==> src/rtl/svn_pkg.sv <==
package svn_pkg;
   localparam int NUM_DIR = 4;
   typedef enum logic [1:0] {
      DIR_N = 2'd0,
      DIR_E = 2'd1,
      DIR_W = 2'd2,
      DIR_S = 2'd3
   } dir_e;
endpackage

==> src/rtl/svn_nbr_merge.sv <==
module svn_nbr_merge #(
   parameter int VEC_W = 9,
   parameter int N_IN  = 4
) (
   input  logic [N_IN-1:0][VEC_W-1:0] vec_i,
   input  logic [N_IN-1:0]            en_i,
   output logic [VEC_W-1:0]           merged_o
);
   logic [N_IN-1:0][VEC_W-1:0] gated;

   for (genvar d = 0; d < N_IN; d++) begin : g_gate
      assign gated[d] = en_i[d] ? vec_i[d] : '0;
   end

   always_comb begin
      merged_o = '0;
      for (int d = 0; d < N_IN; d++) begin
         merged_o = merged_o | gated[d];
      end
   end
endmodule

==> src/rtl/svn_local_place.sv <==
module svn_local_place #(
   parameter int VEC_W = 9
) (
   input  logic             stall_i,
   input  logic [VEC_W-1:0] sel_i,
   output logic [VEC_W-1:0] placed_o
);
   assign placed_o = stall_i ? sel_i : '0;
endmodule

==> src/rtl/svn_vec_reg.sv <==
module svn_vec_reg #(
   parameter int VEC_W = 9
) (
   input  logic             clk,
   input  logic             rst_n,
   input  logic [VEC_W-1:0] merged_i,
   input  logic [VEC_W-1:0] local_i,
   output logic [VEC_W-1:0] stored_o
);
   logic [VEC_W-1:0] aged;
   logic [VEC_W-1:0] next_vec;

   assign aged     = (stored_o | merged_i) >> 1;
   assign next_vec = aged | local_i;

   always_ff @(posedge clk or negedge rst_n) begin
      if (!rst_n) stored_o <= '0;
      else        stored_o <= next_vec;
   end
endmodule

==> src/rtl/stall_vec_node.sv <==
module stall_vec_node
   import svn_pkg::*;
#(
   parameter int VEC_W = 9
) (
   input  logic               clk,
   input  logic               rst_n,
   input  logic [VEC_W-1:0]   north_vec_i,
   input  logic [VEC_W-1:0]   east_vec_i,
   input  logic [VEC_W-1:0]   west_vec_i,
   input  logic [VEC_W-1:0]   south_vec_i,
   input  logic [NUM_DIR-1:0] same_domain_i,
   input  logic [VEC_W-1:0]   lat_sel_i,
   input  logic               port_stall_i,
   output logic [VEC_W-1:0]   vec_o,
   output logic               stall_o
);
   if (VEC_W < 2) begin : g_bad_width
      $error("stall_vec_node: VEC_W must be at least 2");
   end

   logic [NUM_DIR-1:0][VEC_W-1:0] nbr_vec;
   logic [VEC_W-1:0]              merged;
   logic [VEC_W-1:0]              placed;

   assign nbr_vec[DIR_N] = north_vec_i;
   assign nbr_vec[DIR_E] = east_vec_i;
   assign nbr_vec[DIR_W] = west_vec_i;
   assign nbr_vec[DIR_S] = south_vec_i;

   svn_nbr_merge #(.VEC_W(VEC_W), .N_IN(NUM_DIR)) u_merge (
      .vec_i    (nbr_vec),
      .en_i     (same_domain_i),
      .merged_o (merged)
   );

   svn_local_place #(.VEC_W(VEC_W)) u_place (
      .stall_i  (port_stall_i),
      .sel_i    (lat_sel_i),
      .placed_o (placed)
   );

   svn_vec_reg #(.VEC_W(VEC_W)) u_vec (
      .clk      (clk),
      .rst_n    (rst_n),
      .merged_i (merged),
      .local_i  (placed),
      .stored_o (vec_o)
   );

   assign stall_o = vec_o[0];

   logic past_valid;
   always_ff @(posedge clk or negedge rst_n) begin
      if (!rst_n) past_valid <= 1'b0;
      else        past_valid <= 1'b1;
   end


   shift_keep_chk: assert property (@(posedge clk) disable iff (!rst_n)
      past_valid |-> ((vec_o[VEC_W-2:0] & $past(vec_o[VEC_W-1:1])) == $past(vec_o[VEC_W-1:1])));


   quiet_decay_chk: assert property (@(posedge clk) disable iff (!rst_n)
      (past_valid && $past(!port_stall_i && (merged == '0))) |-> (vec_o == ($past(vec_o) >> 1)));


   local_place_chk: assert property (@(posedge clk) disable iff (!rst_n)
      (past_valid && $past(port_stall_i)) |-> ((vec_o & $past(lat_sel_i)) == $past(lat_sel_i)));


   north_enter_chk: assert property (@(posedge clk) disable iff (!rst_n)
      (past_valid && $past(same_domain_i[DIR_N]))
      |-> ((vec_o & ($past(north_vec_i) >> 1)) == ($past(north_vec_i) >> 1)));


   lat_sel_onehot_chk: assert property (@(posedge clk) disable iff (!rst_n)
      port_stall_i |-> $onehot0(lat_sel_i));
endmodule

==> config.mk <==
export PLATFORM = sky130hd
export DESIGN_NAME = stall_vec_node
export DESIGN_NICKNAME = d
export VERILOG_FILES = /design/src/rtl/svn_pkg.sv /design/src/rtl/svn_nbr_merge.sv /design/src/rtl/svn_local_place.sv /design/src/rtl/svn_vec_reg.sv /design/src/rtl/stall_vec_node.sv
export SDC_FILE = /design/constraint.sdc
export NUM_CORES = 1
export LEC_CHECK = 0
export BUFFER_PORTS_ARGS = -buffer_cell sky130_fd_sc_hd__buf_2
export CAP_MARGIN = 10
export CORE_MARGIN = 2
export CORE_UTILIZATION = 32
export CTS_CLUSTER_DIAMETER = 50
export DETAILED_ROUTE_END_ITERATION = 12
export HOLD_SLACK_MARGIN = 0.08
export PLACE_DENSITY_LB_ADDON = 0.15
export SYNTH_ARGS = -nofsm -noshare
export SYNTH_HDL_FRONTEND = slang
export SYNTH_HIERARCHICAL = 1
export SYNTH_SLANG_ARGS = --single-unit
==> constraint.sdc <==
create_clock -name clk -period 0.96 [get_ports clk]
set_input_delay 0.144 -clock clk [delete_from_list [all_inputs] [get_ports clk]]
set_output_delay 0.144 -clock clk [all_outputs]
set_load 0.01 [all_outputs]
==> out/results.txt <==
FF+latch area -> 225 µm²
Die Span Y -> 44.9 µm
Worst Skew -> 0.000879 ns
Core Rows -> 14
CTS tree -> built
biggest regs -> u_vec/stored_o (9)
Buffers on Ports -> 57
Worst setup SP type -> register
wire per inst -> 11.4 µm
CTS Root Cell -> clkbuf_4
Initial Util -> 0.347
Synthesis Warnings -> 6
DR vias -> 611
Setup Crit Path Kind -> register to primary output
crit path from -> u_vec/stored_o[8]$_DFF_PN0_
fin crit period -> 0.918 ns
RSZ-0062 raised after global routing -> true
NumNets Final -> 165
mapped cell area -> 534 µm²
Post-Syn Instances -> 55
antenna violations before repair -> 0
worst r2r src -> u_vec/stored_o[7]$_DFF_PN0_
peak supply drop -> 619 µV
hold crit path type -> primary input to register
CP required -> 0.82 ns
area of the multi-input gates -> 256 µm²
max FFs per register -> 9
Total Power -> 0.867 mW
# Post-CTS Setup Buffers -> 0
H-tree depth reported by CTS -> 1
Worst Path Buf+Inv -> 1
status -> finished clean
Mapped Nets -> 107
CTS buffer count -> 3
hold_ws -> 0.106 ns
drt total wl -> 1.47 mm
DR iter-0 viols -> 7
vias in the first global route -> 603
Avg Cell Area, Syn -> 9.71 µm²
Biggest register -> u_vec/stored_o
reg-to-reg critical path endpoint -> u_vec/stored_o[6]$_DFF_PN0_
CP endpoint kind -> primary output
ANT cells -> 0
CP Data Arrival Time -> 0.77 ns
maxcap violations -> 0
fin crit share -> 0.956
Post-CTS Resized -> 0
delay-heaviest family, CP -> flip-flops
commonest non-fill, non-tap cell in the layout -> buf_2
CP max FO -> 2
PwrDens -> 1050 nW/µm²
ANT nets after route -> 0
Worst Tran Pin Value -> 0.199 ns
total track usage -> 0.161
Die X -> 44.9 µm
largest net degree at the start of global routing -> 10
Worst-path clk slew -> 0.06 ns
final worst slack -> 0.0425 ns
CTS Buffer Depth -> 2
Worst path max stage delay -> 0.38 ns
num ports -> 62
Reg2Reg Setup Slack -> 0.12 ns
Crit-path slowest cell -> dfrtp_1
grt total ovfl -> 0
first-pass GRT wire length -> 2.33 mm
TritonRoute pass-1 iters -> 4
Avg Vias per Cell -> 4.77
stages on the worst setup path -> 1
fin. max-slew vios -> 0
leakage power -> 0.405 nW
final hold vios -> 0
DR DRC count -> 0
Max Freq -> 1090 MHz
Setup WS pre-CTS -> -0.123 ns
fill cell count -> 163
share of layout cells above drive strength 1 -> 0.536
Num Clock Sinks -> 9
final setup fails -> 0
Worst Setup EP -> vec_o[8]
clock latency on the worst-skew pair -> 0.25 ns
most frequent cells in the layout -> buf_2 (57), a22oi_1 (16), and2_1 (9), dfrtp_1 (9)
Slew HR -> 0.868
routability cong. -> 0.756
Die ar. -> 2010 µm²
FF-to-FF path depth -> 1
CP cell instances -> buf_2
Core Region -> 1540 µm²
synth-to-layout area growth -> 54.1%
==> how the worst min path moves through the flow <==
| stage | startpoint | to | slack (ns) | cells past startpoint |
|---|---|---|---|---|
| global route | lat_sel_i[8] | u_vec/stored_o[8]$_DFF_PN0_ | 0.1 | 2 |
| finish | lat_sel_i[8] | u_vec/stored_o[8]$_DFF_PN0_ | 0.11 | 2 |
| CTS | lat_sel_i[8] | u_vec/stored_o[8]$_DFF_PN0_ | 0.1 | 2 |
| global placement | rst_n | u_vec/stored_o[2]$_DFF_PN0_ | 0.0009 | 1 |
| floorplan | rst_n | u_vec/stored_o[0]$_DFF_PN0_ | -0.15 | 0 |
| detailed placement | rst_n | u_vec/stored_o[2]$_DFF_PN0_ | 0.002 | 1 |
==> cell type report <==
type	count	share of cell area
clock buffer	4	0.0319
multi-input combinational	41	0.312
sequential	9	0.274
tap	16	0.0243
timing repair buffer	58	0.359
==> per-stage QoR <==
stage	cell area, µm²	cells	utilization	TNS, ns
4_1_cts	823	128	0.534	0
2_1_floorplan	534	55	-	0
3_5_place_dp	787	123	0.511	-0.799
5_1_grt	823	128	0.534	-0.00374
6_report	823	128	0.534	0
3_3_place_gp	787	123	0.511	-0.724
==> report_power, final <==
part	internal [mW]	switching (mW)	total [mW]	leakage, nW
registers	0.387	0.00369	0.390	0.0843
logic	0.115	0.0812	0.196	0.306
clock network	0.159	0.121	0.280	0.0150
total	0.661	0.206	0.867	0.405
==> metal layers <==
metal,up-vias,track usage,share of wire
met4,0,0.0294,0.0082
li1,316,-,-
met2,31,0.307,0.51
met3,2,0.0680,0.10
met1,262,0.162,0.38
met5,-,0,0
==> what timing repair did <==
| item | in CTS | in global routing |
|---|---|---|
| endpoints found under the setup margin | 0 | 2 |
| hold buffers | 1 | 0 |
| hold endpoints to repair | 9 | 0 |
No activity file was read; power rests on OpenSTA's default activity.
